[config.mk]
export PLATFORM = sky130hd
export DESIGN_NAME = gpio_irq_bank
export DESIGN_NICKNAME = d
export VERILOG_FILES = /design/src/rtl/gpio_irq_pkg.sv /design/src/rtl/gpio_irq_sync.sv /design/src/rtl/gpio_irq_detect.sv /design/src/rtl/gpio_irq_regs.sv /design/src/rtl/gpio_irq_bank.sv
export SDC_FILE = /design/constraint.sdc
export NUM_CORES = 1
export LEC_CHECK = 0
export CAP_MARGIN = 30
export CORE_AREA = 2 2 83 85
export CTS_BUF_LIST = sky130_fd_sc_hd__clkbuf_8
export CTS_CLUSTER_DIAMETER = 150
export DETAILED_ROUTE_END_ITERATION = 10
export DIE_AREA = 0 0 85 87
export PLACE_DENSITY = 0.76
export RECOVER_POWER = 25
export SLEW_MARGIN = 40
export SYNTH_ARGS = -nofsm -noshare
export SYNTH_HDL_FRONTEND = slang
export SYNTH_SLANG_ARGS = --single-unit
[constraint.sdc]
create_clock -name clk_i -period 2.3 [get_ports clk_i]
set_clock_uncertainty 0.1 [all_clocks]
set_input_delay 0.345 -clock clk_i [delete_from_list [all_inputs] [get_ports clk_i]]
set_output_delay 0.345 -clock clk_i [all_outputs]
set_load 0.03 [all_outputs]
[src/rtl/gpio_irq_pkg.sv]
package gpio_irq_pkg;
  localparam int unsigned REG_ADDR_W = 3;

  typedef enum logic [REG_ADDR_W-1:0] {
    RA_TYPE = 3'd0,
    RA_POL  = 3'd1,
    RA_ANY  = 3'd2,
    RA_MASK = 3'd3,
    RA_STAT = 3'd4,
    RA_PIN  = 3'd5
  } reg_addr_e;
endpackage

[src/rtl/gpio_irq_sync.sv]
module gpio_irq_sync #(
  parameter int unsigned WIDTH  = 8,
  parameter int unsigned STAGES = 2
) (
  input  logic             clk_i,
  input  logic             rst_ni,
  input  logic [WIDTH-1:0] d_i,
  output logic [WIDTH-1:0] q_o
);
  logic [WIDTH-1:0] stg_q [STAGES];

  for (genvar s = 0; s < STAGES; s++) begin : g_stage
    always_ff @(posedge clk_i or negedge rst_ni) begin
      if (!rst_ni) begin
        stg_q[s] <= '0;
      end else if (s == 0) begin
        stg_q[s] <= d_i;
      end else begin
        stg_q[s] <= stg_q[(s == 0) ? 0 : s-1];
      end
    end
  end

  assign q_o = stg_q[STAGES-1];
endmodule

[src/rtl/gpio_irq_detect.sv]
module gpio_irq_detect #(
  parameter int unsigned NUM_PINS = 8
) (
  input  logic                clk_i,
  input  logic                rst_ni,
  input  logic [NUM_PINS-1:0] sync_i,
  input  logic [NUM_PINS-1:0] level_mode_i,
  input  logic [NUM_PINS-1:0] pol_i,
  input  logic [NUM_PINS-1:0] any_i,
  input  logic [NUM_PINS-1:0] ack_i,
  output logic [NUM_PINS-1:0] status_o
);
  logic [NUM_PINS-1:0] prev_q;
  logic [NUM_PINS-1:0] status_q;
  logic [NUM_PINS-1:0] cond;

  always_ff @(posedge clk_i or negedge rst_ni) begin
    if (!rst_ni) prev_q <= '0;
    else         prev_q <= sync_i;
  end

  for (genvar i = 0; i < NUM_PINS; i++) begin : g_pin
    logic rise, fall, edge_hit, lvl_hit;
    assign rise     = sync_i[i] & ~prev_q[i];
    assign fall     = ~sync_i[i] & prev_q[i];
    assign edge_hit = any_i[i] ? (rise | fall) : (pol_i[i] ? rise : fall);
    assign lvl_hit  = pol_i[i] ? sync_i[i] : ~sync_i[i];
    assign cond[i]  = level_mode_i[i] ? lvl_hit : edge_hit;

    // set has priority over acknowledge
    always_ff @(posedge clk_i or negedge rst_ni) begin
      if (!rst_ni) status_q[i] <= 1'b0;
      else         status_q[i] <= cond[i] | (status_q[i] & ~ack_i[i]);
    end

    p_set_r1: assert property (@(posedge clk_i) disable iff (!rst_ni)
      cond[i] |=> status_q[i]);
    p_level_hold_r3: assert property (@(posedge clk_i) disable iff (!rst_ni)
      (level_mode_i[i] && lvl_hit && ack_i[i]) |=> status_q[i]);
    p_ack_clear_r4: assert property (@(posedge clk_i) disable iff (!rst_ni)
      (ack_i[i] && !cond[i]) |=> !status_q[i]);
    p_sticky_r4: assert property (@(posedge clk_i) disable iff (!rst_ni)
      (!ack_i[i] && status_q[i]) |=> status_q[i]);
  end

  assign status_o = status_q;
endmodule

[src/rtl/gpio_irq_regs.sv]
module gpio_irq_regs
  import gpio_irq_pkg::*;
#(
  parameter int unsigned NUM_PINS = 8
) (
  input  logic                  clk_i,
  input  logic                  rst_ni,
  input  logic                  wr_en_i,
  input  logic [REG_ADDR_W-1:0] addr_i,
  input  logic [NUM_PINS-1:0]   wdata_i,
  input  logic [NUM_PINS-1:0]   status_i,
  input  logic [NUM_PINS-1:0]   sync_i,
  output logic [NUM_PINS-1:0]   level_mode_o,
  output logic [NUM_PINS-1:0]   pol_o,
  output logic [NUM_PINS-1:0]   any_o,
  output logic [NUM_PINS-1:0]   mask_o,
  output logic [NUM_PINS-1:0]   ack_o,
  output logic [NUM_PINS-1:0]   rdata_o
);
  logic [NUM_PINS-1:0] type_q, pol_q, any_q, mask_q;

  always_ff @(posedge clk_i or negedge rst_ni) begin
    if (!rst_ni) begin
      type_q <= '0;
      pol_q  <= '1;
      any_q  <= '0;
      mask_q <= '1;
    end else if (wr_en_i) begin
      case (addr_i)
        RA_TYPE: type_q <= wdata_i;
        RA_POL:  pol_q  <= wdata_i;
        RA_ANY:  any_q  <= wdata_i;
        RA_MASK: mask_q <= wdata_i;
        default: ;
      endcase
    end
  end

  assign ack_o = (wr_en_i && addr_i == RA_STAT) ? wdata_i : '0;

  always_comb begin
    case (addr_i)
      RA_TYPE: rdata_o = type_q;
      RA_POL:  rdata_o = pol_q;
      RA_ANY:  rdata_o = any_q;
      RA_MASK: rdata_o = mask_q;
      RA_STAT: rdata_o = status_i;
      RA_PIN:  rdata_o = sync_i;
      default: rdata_o = '0;
    endcase
  end

  assign level_mode_o = type_q;
  assign pol_o        = pol_q;
  assign any_o        = any_q;
  assign mask_o       = mask_q;
endmodule

[src/rtl/gpio_irq_bank.sv]
module gpio_irq_bank
  import gpio_irq_pkg::*;
#(
  parameter int unsigned NUM_PINS    = 8,
  parameter int unsigned SYNC_STAGES = 2
) (
  input  logic                  clk_i,
  input  logic                  rst_ni,
  input  logic [NUM_PINS-1:0]   pin_i,
  input  logic                  wr_en_i,
  input  logic [REG_ADDR_W-1:0] addr_i,
  input  logic [NUM_PINS-1:0]   wdata_i,
  output logic [NUM_PINS-1:0]   rdata_o,
  output logic                  irq_o
);
  logic [NUM_PINS-1:0] sync, level_mode, pol, any_edge, mask, ack, status;
  logic                irq_q;

  gpio_irq_sync #(.WIDTH(NUM_PINS), .STAGES(SYNC_STAGES)) u_sync (
    .clk_i(clk_i), .rst_ni(rst_ni), .d_i(pin_i), .q_o(sync)
  );

  gpio_irq_regs #(.NUM_PINS(NUM_PINS)) u_regs (
    .clk_i(clk_i), .rst_ni(rst_ni), .wr_en_i(wr_en_i), .addr_i(addr_i),
    .wdata_i(wdata_i), .status_i(status), .sync_i(sync),
    .level_mode_o(level_mode), .pol_o(pol), .any_o(any_edge),
    .mask_o(mask), .ack_o(ack), .rdata_o(rdata_o)
  );

  gpio_irq_detect #(.NUM_PINS(NUM_PINS)) u_detect (
    .clk_i(clk_i), .rst_ni(rst_ni), .sync_i(sync), .level_mode_i(level_mode),
    .pol_i(pol), .any_i(any_edge), .ack_i(ack), .status_o(status)
  );

  always_ff @(posedge clk_i or negedge rst_ni) begin
    if (!rst_ni) irq_q <= 1'b0;
    else         irq_q <= |(status & ~mask);
  end

  assign irq_o = irq_q;

  p_irq_raise_r6: assert property (@(posedge clk_i) disable iff (!rst_ni)
    ((status & ~mask) != '0) |=> irq_o);
  p_irq_quiet_r6: assert property (@(posedge clk_i) disable iff (!rst_ni)
    ((status & ~mask) == '0) |=> !irq_o);
  p_masked_detect_r7: assert property (@(posedge clk_i) disable iff (!rst_ni)
    (mask[0] && !level_mode[0] && !any_edge[0] && pol[0] && $rose(sync[0]))
      |=> status[0]);
endmodule

; ---- Yosys cells after proc, flatten, opt, wreduce, memory -nomap -nowiden
; Index checks and enable logic that the tools add are counted.
; W data, S select, Z words.
[op_classes]
bitwise_logic = 66
reduce_logical = 7
muxes = 34
n_eq_ne = 5
[ops]
columns = operator, n
row1 = $pmux W8 S6, 1
row2 = $mux W1, 32
row3 = $and A1 B1 Y1, 24
row4 = $not A1 Y1, 24
row5 = $or A1 B1 Y1, 16
row6 = $and A8 B8 Y8, 1
row7 = $mux W8, 1
row8 = $not A8 Y8, 1
row9 = $reduce_and A2 Y1, 4
row10 = $reduce_or A8 Y1, 1
row11 = $eq A3 B2 Y1 const B, 2
row12 = $eq A3 B3 Y1 const B, 2
row13 = $eq A3 B1 Y1 const B, 1
row14 = $logic_not A3 Y1, 1
row15 = $logic_and A1 B1 Y1, 1
[totals]
ff_bits = 65
out_inout_bits = 9
elab_cells = 128
in_bits = 22

; ---- Longest topological paths before layout
[logic_depth]
ltp_word = 6
ltp_mapped = 5
depth_no_buf = 5

; ---- By module
; A second synthesis with hierarchy kept.
[unflattened]
hier_cells = 276
area_unflattened_um2 = 3304.4
[by_module_without_submodules]
columns = module, area_per_inst_um2, cells_per_inst, n_inst
row1 = gpio_irq_regs, 1735.4, 134, 1
row2 = gpio_irq_detect, 1021.0, 104, 1
row3 = gpio_irq_sync, 460.4, 24, 1
row4 = gpio_irq_bank, 87.6, 14, 1

; ---- Worst setup path before layout
; Ideal clock, no wire load.
[synth_path]
path_type = input to output
from = input port addr_i[2]
to = output port rdata_o[0]
t_arrival_ps = 1566
setup_slack_ps = 289
cell_stages = 4
n_path_buf = 2
cell_sequence = buf_2 buf_2 nand2b_1 o21ai_0
[synth_via]
elab_chain_len = 2
elab_cells_between_ends = 7
cone_classes = eq/ne (5) / mux (1) / reduce/logical (1)
[synth_lines]
columns = element, line_no
row1 = start: declaration, gpio_irq_bank.sv:11  ; input logic [REG_ADDR_W-1:0] addr_i,
row2 = $eq A3 B3 Y1 (tied with other cells), gpio_irq_regs.sv:42  ; case (addr_i)
row3 = $pmux W8 S6 *, gpio_irq_regs.sv:42
row4 = end: declaration, gpio_irq_bank.sv:13  ; output logic [NUM_PINS-1:0] rdata_o,
; Mark *: on every way between the ends. The rest lies on a longest branch, timed or not.

; ---- Worst setup path in the final report
[layout_path]
from = input port addr_i[1]
to = output port rdata_o[5]
; The elaborated chain is that of the path after synthesis.

==> results_tabular.tex <==
\begin{tabular}{lr}
\hline
Metric & Value \\
\hline
\multicolumn{2}{l}{\textbf{Floorplanning}} \\
\quad Die outline width & 85 um \\
\quad Initial cell density of the core & 48.51\% \\
\quad Total core area & 6569 um\^{}2 \\
\quad Die area & 7395 um\^{}2 \\
\quad Row cnt & 30 \\
\quad I/O pin count & 31 \\
\quad Chip Height & 87 um \\
\multicolumn{2}{l}{\textbf{Critical path}} \\
\quad Startpoint class of the critical path & input pin \\
\quad RR Startpoint & u\_sync.q\_o[7] \\
\quad Max FO, Critical Path & 6 \\
\quad Cell count of the worst reg-to-reg path & 5 \\
\quad Critical path endpoint category & output port \\
\quad Data required, critical path & 1860 ps \\
\quad R2R Path End & u\_detect.status\_o[7] \\
\quad Setup CP Type & input pin to output port \\
\quad Data arrival, critical path & 1840 ps \\
\quad Register-to-register setup slack & 870 ps \\
\multicolumn{2}{l}{\textbf{Place}} \\
\quad Instance area after placement & 3755 um\^{}2 \\
\quad Number of port buffers & 30 \\
\quad Worst slack at placement & -456.8 ps \\
\quad Number of instances in the placed design & 399 \\
\quad Detailed placement HPWL & 4665 um \\
\quad Placer's final routability congestion estimate & 0.8719 \\
\multicolumn{2}{l}{\textbf{Layout}} \\
\quad Area occupied by multi-input gates & 1405 um\^{}2 \\
\quad Sequential cell area in the final layout & 1647 um\^{}2 \\
\quad Area grow syn2layout & 28.39\% \\
\quad Count of filler cells inserted in the layout & 512 \\
\quad Design Area, Final & 4091 um\^{}2 \\
\quad Fraction of layout instances using a drive strength above 1 & 35.19\% \\
\quad Diode insertion count for antenna repair & 0 \\
\quad Post-Layout Cell Count & 421 \\
\quad Number of nets at the end of the flow & 374 \\
\multicolumn{2}{l}{\textbf{Synthesis}} \\
\quad Post-synthesis async set-or-reset flop share & 100.0\% \\
\quad Synth Instances & 271 \\
\quad Flops \& latches, synth & 65 \\
\quad Cells taking the most area after synthesis & dfrtp\_1 38\%, mux2\_2 14\%, dfstp\_2 13\%, ha\_1 6.3\%, o21ai\_0 4.2\% \\
\quad Share of the synthesized area in the top cell type & 38.48\% \\
\quad Largest family of logic cells by synthesized area & multiplexers \\
\quad Complex-gate fraction of the synthesized area & 9.384\% \\
\quad Simple-gate share of the synthesized area & 8.088\% \\
\quad Top\_reg\_cell synth & dfrtp\_1 \\
\quad Mux share of post-synthesis cell area & 17.51\% \\
\quad Synthesized area per cell & 11.76 um\^{}2 \\
\quad Share of the synthesized netlist area taken by xor and xnor gates & 2.199\% \\
\quad Cell area after synthesis & 3187 um\^{}2 \\
\quad Synth Warn \# & 0 \\
\quad Library cell with the largest summed area after synthesis & dfrtp\_1 \\
\quad Part of the Yosys area used for sequential elements & 51.67\% \\
\quad Number of enable flip-flop cells after synthesis & 0 \\
\quad Post-synth top cells & 49 x dfrtp\_1, 40 x mux2\_2, 33 x inv\_1 \\
\quad Most frequently used cell type in the post-synthesis netlist & dfrtp\_1 \\
\quad Adder and majority cell fraction of the synthesized area & 6.282\% \\
\quad Unique masters post-synth & 31 \\
\quad Number of nets produced by synthesis & 309 \\
\multicolumn{2}{l}{\textbf{STA}} \\
\quad Setup TNS & 0 ps \\
\quad Highest clock frequency the design can meet & 437.7 MHz \\
\quad Pins Over Slew Limit & 0 \\
\quad Worst Setup Slack, final & 15.15 ps \\
\quad Min Tclk post-route & 2285 ps \\
\quad Worst slew margin relative to its limit & 11.34\% \\
\quad Unrepaired setup endpoints after global routing & true \\
\quad Final setup violation count & 0 \\
\quad Final-report hold violation count & 0 \\
\quad Transition at the pin with the smallest max-transition slack & 1330 ps \\
\quad Period utilization & 99.34\% \\
\multicolumn{2}{l}{\textbf{Power and ir drop}} \\
\quad Total power draw & 3.265 mW \\
\quad Total leakage power & 1.878 nW \\
\quad Worst voltage drop across the vdd grid & 0.4132 mV \\
\quad Areal power density over the cells & 798.0 nW/um\^{}2 \\
\multicolumn{2}{l}{\textbf{Flow run}} \\
\quad Maximum capacitance violations & 0 \\
\multicolumn{2}{l}{\textbf{Min path}} \\
\quad Min-Delay Endpoint & u\_sync.q\_o[5] \\
\quad Path type of the worst min-delay path & register to register \\
\quad Number of instances on the worst hold path & 0 \\
\quad Hold\_sp & u\_sync.stg\_q[13] \\
\multicolumn{2}{l}{\textbf{Detailed routing}} \\
\quad DRC violation count after routing & 0 \\
\quad DRC violation total after the first TritonRoute iteration & 198 \\
\quad First-pass iteration count of the detailed router & 4 \\
\quad Count of antenna-violating nets left after detailed routing & 0 \\
\quad WL per Instance & 15.76 um \\
\quad Final routed wirelength across all metal layers & 6634 um \\
\quad Count of vias placed by the detailed router & 2,266 \\
\quad Average vias per placed instance & 5.382 \\
\multicolumn{2}{l}{\textbf{GRT}} \\
\quad Total congestion overflow after global routing & 0 \\
\quad Largest net degree at the start of global routing & 43 \\
\quad All-Layer GR Usage & 19.51\% \\
\quad Vias in the first global route & 2,229 \\
\quad Antenna violations before repair & 0 \\
\quad First-pass GRT wire length & 11,100 um \\
\multicolumn{2}{l}{\textbf{Clock network}} \\
\quad Clock tree from TritonCTS & done \\
\quad TritonCTS Buffers & 9 \\
\quad Number of clock sinks seen by CTS & 65 \\
\quad CTS Root Cell & clkbuf\_8 \\
\quad Latest clock arrival within the worst-skew pair & 340 ps \\
\quad Clock input transition at the sequential cells of the worst setup and hold paths & 70 ps \\
\quad Maximum count of clock buffers along a single path & 2 \\
\quad Total number of H-tree levels & 3 \\
\multicolumn{2}{l}{\textbf{Run status}} \\
\quad Outcome & finished clean \\
\hline
\end{tabular}
[metrics by stage]
stage | hold WS, ps | util, %
floorplan | -50.59 | -
global placement | 232.0 | 57.16
detailed placement | 234.7 | 57.16
CTS | 248.6 | 61.79
global route | 257.3 | 62.29
finish | 247.0 | 62.29
[state kept, by name, summed over array words and instances (netlist names)]
register             count
u_regs.pol_o             8
irq_o                    1
u_sync.q_o               8
u_regs.level_mode_o      8
u_regs.mask_o            8
u_detect.prev_q          8
u_sync.stg_q             8
u_regs.any_o             8
u_detect.status_o        8
[critical path: stages]
cell and delay, ps:
clkdlybuf4s50_1 490, nor2b_1 170, buf_4 160, a221oi_1 300
nor2_1 90, clkdlybuf4s15_2 290
[routing by layer]
metal  track usage (%)  part of all wire (%)
met2             29.47                    48
met5                 0                     0
met3             3.507                   5.6
met4             9.524                   2.2
met1             27.33                    44
[timing repair]
action	4_1_cts	5_1_grt
hold endpoints to repair	18	0
gates resized for setup	28	7
pin swaps	2	1
setup endpoints to repair	8	6
setup buffers	3	2
hold buffers	1	0
[where the power goes]
part,switching [mW],internal (mW)
registers,0.156,1.34
clock network,0.431,0.743
logic,0.264,0.330
[worst max-delay path by stage]
stage               startpoint    endpoint  slack (ps)  cells past startpoint
finish               addr_i[1]  rdata_o[5]          20                      6
global route         addr_i[1]  rdata_o[5]         -40                      6
CTS                  addr_i[1]  rdata_o[4]           7                      7
detailed placement   addr_i[0]  rdata_o[6]        -460                      6
global placement     addr_i[0]  rdata_o[0]        -450                      6
floorplan            addr_i[2]  rdata_o[0]         290                      4
[cells in the final DEF, fill, tap and decap left out, types with 2 or more instances in the layout]
master / instances
dfrtp_1: 49
mux2_2: 40
inv_1: 33
o21ai_0: 27
buf_4: 24
nand2_1: 20
ha_1: 16
dfstp_2: 16
clkdlybuf4s50_1: 11
clkbuf_8: 10
a21oi_1: 9
dlygate4sd3_1: 9
xnor2_1: 8
nand3_1: 8
nor2_1: 5
mux2i_1: 4
o22ai_1: 4
clkdlybuf4s15_2: 4
mux4_2: 3
clkinv_2: 3
bufinv_16: 3
buf_12: 3
a22oi_1: 2
nor2b_1: 2
a32oi_1: 2
a221oi_2: 2
a221oi_1: 2
nor4b_4: 2
dlygate4sd2_1: 2
buf_8: 2
buf_6: 2
[area by class of cell]
type                       instances  area share (%)
clock buffer                      10           3.364
clock inverter                     6           2.569
inverter                          34           3.119
multi-input combinational        166           34.34
sequential                        65           40.24
tap                               80           2.446
timing repair buffer              60           13.91
[cell families (layout without fill, tap and decap cells)]
kind of cell / after synthesis / in the layout
mux: 47 / 47
buf+inv: 40 / 110
fa+ha+maj: 16 / 16
compound gates: 51 / 51
flops: 65 / 65
xor+xnor: 8 / 8
simple gates: 44 / 44
(Power assumes the default switching activity.)
